`config.mk`:
```
export PLATFORM = sky130hd
export DESIGN_NAME = bal_bitgen
export DESIGN_NICKNAME = d
export VERILOG_FILES = /design/src/rtl/bal_pkg.sv /design/src/rtl/bal_lfsr.sv /design/src/rtl/bal_tracker.sv /design/src/rtl/bal_bitgen.sv
export SDC_FILE = /design/constraint.sdc
export NUM_CORES = 1
export LEC_CHECK = 0
export ABC_AREA = 0
export BUFFER_PORTS_ARGS = -buffer_cell sky130_fd_sc_hd__clkbuf_2
export CORE_MARGIN = 2
export CORE_UTILIZATION = 25
export CTS_CLUSTER_DIAMETER = 150
export DETAILED_ROUTE_END_ITERATION = 8
export PLACE_DENSITY = 0.51
export SYNTH_ARGS = -nofsm -noshare
export SYNTH_HDL_FRONTEND = slang
export SYNTH_SLANG_ARGS = --single-unit
```
`constraint.sdc`:
```
create_clock -name clk -period 1.8 [get_ports clk]
set_input_delay 0.27 -clock clk [delete_from_list [all_inputs] [get_ports clk]]
set_output_delay 0.27 -clock clk [all_outputs]
set_load 0.05 [all_outputs]
```
`src/rtl/bal_pkg.sv`:
```
package bal_pkg;

  typedef enum logic [1:0] {
    OVR_NONE = 2'd0,
    OVR_ZERO = 2'd1,
    OVR_ONE  = 2'd2
  } ovr_e;

  // Decide whether the running balance demands an override.
  function automatic ovr_e ovr_decide(int bal, int hi, int lo);
    if (bal > hi) return OVR_ZERO;
    if (bal < lo) return OVR_ONE;
    return OVR_NONE;
  endfunction

  // Apply an override decision to the raw bit.
  function automatic logic ovr_apply(logic raw, ovr_e o);
    case (o)
      OVR_ZERO: return 1'b0;
      OVR_ONE:  return 1'b1;
      default:  return raw;
    endcase
  endfunction

endpackage

```
`src/rtl/bal_lfsr.sv`:
```
module bal_lfsr #(
  parameter int              W        = 23,
  parameter int              TAP      = 18,
  parameter logic [W-1:0]    DEF_SEED = W'(1)
) (
  input  logic         clk,
  input  logic         rst_n,
  input  logic         adv,
  input  logic         load,
  input  logic [W-1:0] seed,
  output logic         raw,
  output logic         seed_zero
);

  localparam logic [W-1:0] SAFE_DEF = (DEF_SEED == '0) ? W'(1) : DEF_SEED;

  logic [W-1:0] q;

  function automatic logic [W-1:0] lfsr_next(logic [W-1:0] s);
    return {s[W-2:0], s[W-1] ^ s[TAP-1]};
  endfunction

  assign seed_zero = (seed == '0);

  always_ff @(posedge clk or negedge rst_n) begin
    if (!rst_n)      q <= SAFE_DEF;
    else if (load)   q <= seed_zero ? SAFE_DEF : seed;
    else if (adv)    q <= lfsr_next(q);
  end

  assign raw = q[W-1];

endmodule

```
`src/rtl/bal_tracker.sv`:
```
module bal_tracker
  import bal_pkg::*;
#(
  parameter int HI_TH = 4,
  parameter int LO_TH = -4,
  parameter int BAL_W = 4
) (
  input  logic                    clk,
  input  logic                    rst_n,
  input  logic                    adv,
  input  logic                    clr,
  input  logic                    raw,
  output logic                    bit_out,
  output logic signed [BAL_W-1:0] balance,
  output logic                    force_hi,
  output logic                    force_lo
);

  ovr_e ovr;
  logic emit;

  assign ovr      = ovr_decide(int'(balance), HI_TH, LO_TH);
  assign emit     = ovr_apply(raw, ovr);
  assign force_hi = (ovr == OVR_ZERO);
  assign force_lo = (ovr == OVR_ONE);

  always_ff @(posedge clk or negedge rst_n) begin
    if (!rst_n) begin
      bit_out <= 1'b0;
      balance <= '0;
    end else if (clr) begin
      bit_out <= 1'b0;
      balance <= '0;
    end else if (adv) begin
      bit_out <= emit;
      balance <= emit ? balance + BAL_W'(1) : balance - BAL_W'(1);
    end
  end

endmodule

```
`src/rtl/bal_bitgen.sv`:
```
module bal_bitgen #(
  parameter int                 LFSR_W   = 23,
  parameter int                 LFSR_TAP = 18,
  parameter logic [LFSR_W-1:0]  DEF_SEED = LFSR_W'(1),
  parameter int                 HI_TH    = 4,
  parameter int                 LO_TH    = -4,
  localparam int                BAL_W    = $clog2(HI_TH + 2) + 1
) (
  input  logic                    clk,
  input  logic                    rst_n,
  input  logic                    en,
  input  logic                    seed_load,
  input  logic [LFSR_W-1:0]       seed,
  output logic                    bit_out,
  output logic signed [BAL_W-1:0] balance
);

  // Named internal events for the checker.
  logic advance;
  logic raw_bit;
  logic seed_zero;
  logic force_hi;
  logic force_lo;

  assign advance = en & ~seed_load;

  bal_lfsr #(
    .W        (LFSR_W),
    .TAP      (LFSR_TAP),
    .DEF_SEED (DEF_SEED)
  ) u_lfsr (
    .clk       (clk),
    .rst_n     (rst_n),
    .adv       (advance),
    .load      (seed_load),
    .seed      (seed),
    .raw       (raw_bit),
    .seed_zero (seed_zero)
  );

  bal_tracker #(
    .HI_TH (HI_TH),
    .LO_TH (LO_TH),
    .BAL_W (BAL_W)
  ) u_trk (
    .clk      (clk),
    .rst_n    (rst_n),
    .adv      (advance),
    .clr      (seed_load),
    .raw      (raw_bit),
    .bit_out  (bit_out),
    .balance  (balance),
    .force_hi (force_hi),
    .force_lo (force_lo)
  );

endmodule

```
==> results of run 1 <==
-- sequential cells by signal, summed over array words and instances (netlist names) --
| name | flops |
|---|---|
| u_trk.bit_out | 1 |
| u_lfsr.q | 23 |
| u_trk.balance | 4 |
-- worst max path at each step --
stage / cells after the start / start / endpoint
finish: 7 / u_trk.balance[1]$_DFFE_PN0P_ / u_trk.balance[3]$_DFFE_PN0P_
global route: 7 / u_trk.balance[1]$_DFFE_PN0P_ / u_trk.balance[3]$_DFFE_PN0P_
CTS: 9 / u_trk.balance[1]$_DFFE_PN0P_ / u_trk.balance[2]$_DFFE_PN0P_
detailed placement: 7 / u_trk.balance[1]$_DFFE_PN0P_ / u_trk.balance[3]$_DFFE_PN0P_
global placement: 7 / u_trk.balance[3]$_DFFE_PN0P_ / u_trk.balance[3]$_DFFE_PN0P_
floorplan: 7 / u_trk.balance[3]$_DFFE_PN0P_ / u_trk.balance[3]$_DFFE_PN0P_
-- per-stage QoR --
step	util, %	hold WS (ns)	TNS [ns]
final	31.4	0.0248	0
after global routing	31.4	0.0812	0
after CTS	31.2	0.0615	0
after detailed placement	30.3	0.360	0
after global placement	30.3	0.363	0
after floorplan	-	-0.0256	-0.00471
-- worst register-to-register path, cell delays in order (launching register included) --
cell,delay (ns)
dfrtp_2,0.42
o21ai_2,0.21
o22ai_4,0.11
ha_1,0.32
o21ai_0,0.11
o21ai_2,0.13
mux2i_1,0.18
o21ai_1,0.07
-- power groups by stage --
stage | Sequential (mW) | Clock (mW) | Combinational (mW)
detailed placement | 0.792 | 0 | 0.676
CTS | 0.780 | 0.411 | 0.678
floorplan | 0.918 | 0 | 0.341
global placement | 0.791 | 0 | 0.671
global route | 0.798 | 0.440 | 0.754
finish | 0.787 | 0.389 | 0.678
-- area by class of cell --
| cell class | count | area [µm²] |
|---|---|---|
| Clock buffer | 4 | 55.1 |
| Multi-Input combinational cell | 110 | 741 |
| Fill cell | 640 | 3990 |
| Timing Repair Buffer | 39 | 215 |
| Sequential cell | 28 | 707 |
| Inverter | 4 | 15.0 |
| Tap cell | 75 | 93.8 |
-- metal layers --
metal	up-vias	GRT usage, %	wire length (µm)
li1	590	-	-
met1	533	16.0	1600
met2	21	17.4	1500
met3	4	2.00	99
met4	0	3.05	33
met5	-	0	0
-- cells by family (layout without fill, tap and decap cells) --
family / count (synthesis) / after routing / share of synthesized area, %
flops: 28 / 28 / 47.4
buf+inv: 13 / 47 / 4.23
simple gates: 44 / 44 / 13.9
mux: 25 / 25 / 16.9
xor+xnor: 4 / 4 / 2.37
compound gates: 34 / 34 / 12.7
fa+ha+maj: 3 / 3 / 2.45
-- placed cells by master (no fill, tap or decap) --
cell type and instances:
dfrtp_2 4, and3b_1 1, a21oi_1 2, buf_4 8, o21ai_1 1, inv_1 2
nor4_1 5, o22ai_4 1, dfstp_2 1, inv_2 2, nand2_1 24, nand2b_1 1
o21ai_2 2, or2b_1 1, o311ai_2 1, clkbuf_2 31, nand3b_1 3, nand4_1 1
nor2_1 6, dfrtp_1 23, xor2_1 1, maj3_2 1, xnor2_1 3, mux2i_1 25
clkbuf_8 4, nor3_1 1, o21ai_0 26, a31oi_1 1, ha_1 2, nor2b_4 1
==> reports/results.txt, run 1 <==
outcome: completed
CP arrival: 1.82 ns
pin count of the biggest net entering global routing: 52
Final Hold Fails: 0
GRT overflow: 0
Post-DP Area: 0.00176 mm²
first-pass GRT wire length: 5620 µm
clock root cell: clkbuf_8
R2R Path End: u_trk.balance[3]$_DFFE_PN0P_
Tcrit/Tclk final: 92.6%
most used cell, CP: o21ai_2
area leader, netlist: dfrtp_1
Syn Nets: 180
final WL: 3230 µm
FF-to-FF setup slack: 0.13 ns
Finished Layout Cells: 260
total core area: 0.00582 mm²
Post-layout nets: 215
Via Count: 1,148
share of the synthesized area in the top cell type: 45.6%
WP buf/inv: 0
Layout area overhead: 23.4%
clock power share: 21.0%
antenna violations before repair: 0
vias per inst: 4.42
IO Port Bufs: 31
die width: 80.9 µm
setup bufs post-CTS: 0
pins over their slew limit: 0
Synth Register Bits: 28
share of cells above drive strength 1: 30.3%
R2R cell count: 7
total design power: 1.85 mW
hold crit path type: input port to async pin
Gate Count Post-Synth: 151
Ys Warns: 0
reg2reg start: u_trk.balance[1]$_DFFE_PN0P_
worst vdd ir: 0.466 mV
detailed placer's ending HPWL: 2420 µm
Cell variety after synth: 30
standard-cell rows: 28
CP Launch Type: flop
CP Capture Type: flop
Worst-Margin Slew: 0.710 ns
CP Cell Sequence: o21ai_2 -> o22ai_4 -> ha_1 -> o21ai_0 -> o21ai_2 -> mux2i_1 -> o21ai_1
Comb power frac: 36.6%
Worst-path clk slew: 0.10 ns
placed cells: 256
First-pass DRT Iterations: 5
pwr dens: 1010 mW/mm²
Inserted Clock Buffers: 3
syn_area_per_cell: 9.80 µm²
GPL Wtd Cong: 0.777
Max Cap Viol: 0
Reg power frac: 42.4%
# H-tree levels: 1
Hold Buf Count CTS: 0
Initial Util: 25.5%
critical path's slowest cell: dfrtp_2
synth cell count leaders: 27 x dfrtp_1, 27 x o21ai_0, 25 x mux2i_1
Achievable Freq: 0.600 GHz
CTS tree: yes
crit path time final: 1.67 ns
max_slew headroom: 52.7%
P_sw: 653 µW
diode count: 0
sequential share of the synthesized area: 47.4%
gr usage total: 11.2%
Synth area leaders: dfrtp_1 46%, mux2i_1 17%, o21ai_0 9.1%
Antenna Violating Nets Remaining: 0
Pleak: 0.858 nW
unrepaired setup endpoints after global routing: false
DRC viols: 0
Die ar.: 0.00655 mm²
routed length per placed instance: 12.4 µm
Iter 0 DRT Violations: 25
vias in the first global route: 1,160
Switching Share: 35.2%
final setup fails: 0
Worst-Skew Late Latency: 0.27 ns
Netlist Area Pre-Place: 0.00148 mm²
Top Ports: 32
Die Span Y: 80.9 µm
critical path class: flop to flop
# clock sinks: 28
Crit path largest cell delay: 0.42 ns
worst-path maximum fanout: 3
Clock Skews: 0.00436 ns
post-route cell area: 0.00183 mm²
Top FF cell, synth: dfrtp_1
Synth async-reset ratio: 100%
clk buf depth: 2
Worst Slack Setup Final: 0.132 ns
CP required: 1.96 ns
pre-CTS setup slack: 0.0961 ns
post-cts sizing count: 0
internal power: 1.20 mW
number of synthesized flops with an enable pin: 0
delay-heaviest family, CP: compound AO/OA/AOI/OAI gates
No activity file was read; power rests on OpenSTA's default activity.
==> run 2: changes to the inputs <==
--- a/config.mk
+++ b/config.mk
@@ -7,7 +7,7 @@
 export LEC_CHECK = 0
 export ABC_AREA = 0
 export BUFFER_PORTS_ARGS = -buffer_cell sky130_fd_sc_hd__clkbuf_2
-export CORE_MARGIN = 2
+export CORE_MARGIN = 8
 export CORE_UTILIZATION = 25
 export CTS_CLUSTER_DIAMETER = 150
 export DETAILED_ROUTE_END_ITERATION = 8
==> run 2 against run 1 <==
Compared with the run above:
- critical path depth is the same
- die area grew 32%
- clock skew shrank 0.0021 ns
- final area grew 0.48%
- non-clock buffer count is the same
- global-route usage shrank 2.7 points
- combinational power shrank 0.7%
- hold slack gained 0.0046 ns
- worst setup slack lost 0.023 ns
- critical endpoint unchanged
- largest cell class unchanged
==> reports/results.txt, run 2 (synthesized netlist as in run 1, its figures left out) <==
outcome: completed
vias in the first global route: 1,237 (+6.6%)
CP Launch Type: flop
vias per inst: 4.57 (+3.4%)
IO Port Bufs: 31 (unchanged)
hold crit path type: input port to async pin
share of cells above drive strength 1: 30.3% (unchanged)
Antenna Violating Nets Remaining: 0 (unchanged)
DRC viols: 0 (unchanged)
total core area: 0.00582 mm² (unchanged)
most common cell after layout, fill and taps aside: clkbuf_2
GPL Wtd Cong: 0.797 (+2.6%)
Die ar.: 0.00864 mm² (+32%)
grt met3 use: 2.99% (+0.99 points)
worst vdd ir: 0.542 mV (+16%)
CP arrival: 1.85 ns (+0.03 ns)
Final Hold Fails: 0 (unchanged)
Worst-Skew Late Latency: 0.27 ns (about the same)
max_slew headroom: 51.6% (-1.1 points)
CP required: 1.96 ns (about the same)
final setup fails: 0 (unchanged)
Inserted Clock Buffers: 3 (unchanged)
First-pass DRT Iterations: 3 (-2)
Iter 0 DRT Violations: 37 (+48%)
crit path time final: 1.69 ns (+0.0231 ns)
most frequent cells in the layout: 31 x clkbuf_2, 26 x o21ai_0, 25 x mux2i_1
# clock sinks: 28 (unchanged)
GRT overflow: 0 (unchanged)
unrepaired setup endpoints after global routing: false
routed length per placed instance: 13.2 µm (+6.4%)
# H-tree levels: 1 (unchanged)
pins over their slew limit: 0 (unchanged)
Max Cap Viol: 0 (unchanged)
die width: 92.9 µm (+15%)
WHS: 0.0294 ns (+0.00461 ns)
clock root cell: clkbuf_8
Via Count: 1,187 (+3.4%)
Post-Route Utilization: 31.6% (+0.15 points)
detailed placer's ending HPWL: 2580 µm (+6.3%)
Layout area overhead: 24.0%
Regs by FF count: u_lfsr.q: 23 flops, u_trk.balance: 4 flops, u_trk.bit_out: 1 flops
gr usage total: 8.44% (-2.7 points)
Tcrit/Tclk final: 93.9% (+1.3 points)
Achievable Freq: 0.592 GHz (-1.4%)
grt met1 use: 11.2% (-4.8 points)
standard-cell rows: 28 (unchanged)
pin count of the biggest net entering global routing: 47 (-9.6%)
final WL: 3440 µm (+6.4%)
antenna violations before repair: 0 (unchanged)
clk buf depth: 2 (unchanged)
Post-DP Area: 0.00176 mm² (unchanged)
largest reg by FF count: u_lfsr.q
critical path class: flop to flop
global route hottest layer: met2
Worst-path clk slew: 0.10 ns (about the same)
Worst-Margin Slew: 0.726 ns (+0.0165 ns)
post-route cell area: 0.00184 mm² (+0.48%)
Clock Skews: 0.00225 ns (-0.00211 ns)
max reg flops: 23 (unchanged)
M2 GR Usage: 13.1% (-4.3 points)
CTS tree: yes
Pleak: 0.865 nW (+0.75%)
pwr dens: 1070 mW/mm² (+5.1%)
Post-layout nets: 215 (unchanged)
Top Ports: 32 (unchanged)
setup_tns: 0 ns (unchanged)
Die Span Y: 92.9 µm (+15%)
diode count: 0 (unchanged)
CP Capture Type: flop
first-pass GRT wire length: 5930 µm (+5.7%)
worst-path maximum fanout: 4 (+1)
Initial Util: 25.5% (unchanged)
==> run 2: changes by cell type in the layout (fill, tap and decap cells not counted), sizes merged <==
cell,previous run,this run
bufinv,0,1
clkbuf,35,34
==> run 2: worst max-delay path, stage by stage (launching register included) <==
cell     delay (ns)
dfrtp_2        0.44
nor2b_4        0.14
o22ai_2        0.20
ha_1           0.30
a31oi_1        0.21
o21ai_2        0.08
mux2i_1        0.14
o21ai_1        0.07
==> run 2: path summary, 6_finish.rpt <==
check,start,to,slack (ns),cells past startpoint
setup / recovery,u_trk.balance[3]$_DFFE_PN0P_,u_trk.balance[3]$_DFFE_PN0P_,0.11,7
hold / removal,rst_n,u_lfsr.q[13]$_DFFE_PN0P_,0.03,1
setup reg to reg,u_trk.balance[3]$_DFFE_PN0P_,u_trk.balance[3]$_DFFE_PN0P_,0.11,7
hold reg to reg,u_trk.bit_out$_DFFE_PN0P_,u_trk.bit_out$_DFFE_PN0P_,0.52,2
max in group asynchronous,rst_n,u_trk.balance[1]$_DFFE_PN0P_,1.26,1
min in group clk,seed[5],u_lfsr.q[5]$_DFFE_PN0P_,0.20,3
==> run 2: cell type report <==
| type | count | area [µm²] |
|---|---|---|
| multi-input cells | 110 | 733 |
| clock inverters | 1 | 30.0 |
| clock buffers | 3 | 41.3 |
| inverters | 4 | 15.0 |
| flip-flops and latches | 28 | 707 |
| repair buffers | 39 | 215 |
| well taps | 75 | 93.8 |
| fillers | 642 | 3980 |
==> run 2: per-layer routing <==
layer  vias up  share of wire (%)  wire [µm]
li1        595                  -          -
met1       567                 49       1680
met2        23                 46       1570
met3         2                4.9        168
met4         0               0.55         19
met5         -                  0          0
==> run 2: where the power goes <==
part           switching, mW  internal, mW  total (mW)
Combinational          0.396         0.278       0.673
Sequential            0.0635         0.720       0.783
Clock                  0.202         0.298       0.500
Total                  0.661          1.30        1.96
==> run 2: stage by stage <==
step / power (mW) / setup WS, ns / instances
after floorplan: 1.26 / -0.00471 / 151
after global placement: 1.46 / 0.146 / 256
after detailed placement: 1.47 / 0.0916 / 256
after CTS: 1.97 / 0.0916 / 260
after global routing: 2.09 / 0.0232 / 260
final: 1.96 / 0.109 / 260
==> run 2: repair_timing <==
action                                  4_1_cts  5_1_grt
endpoints found under the setup margin        0        2
buffers inserted                              0        0
hold buffers                                  0        0
resized for setup                             0        1
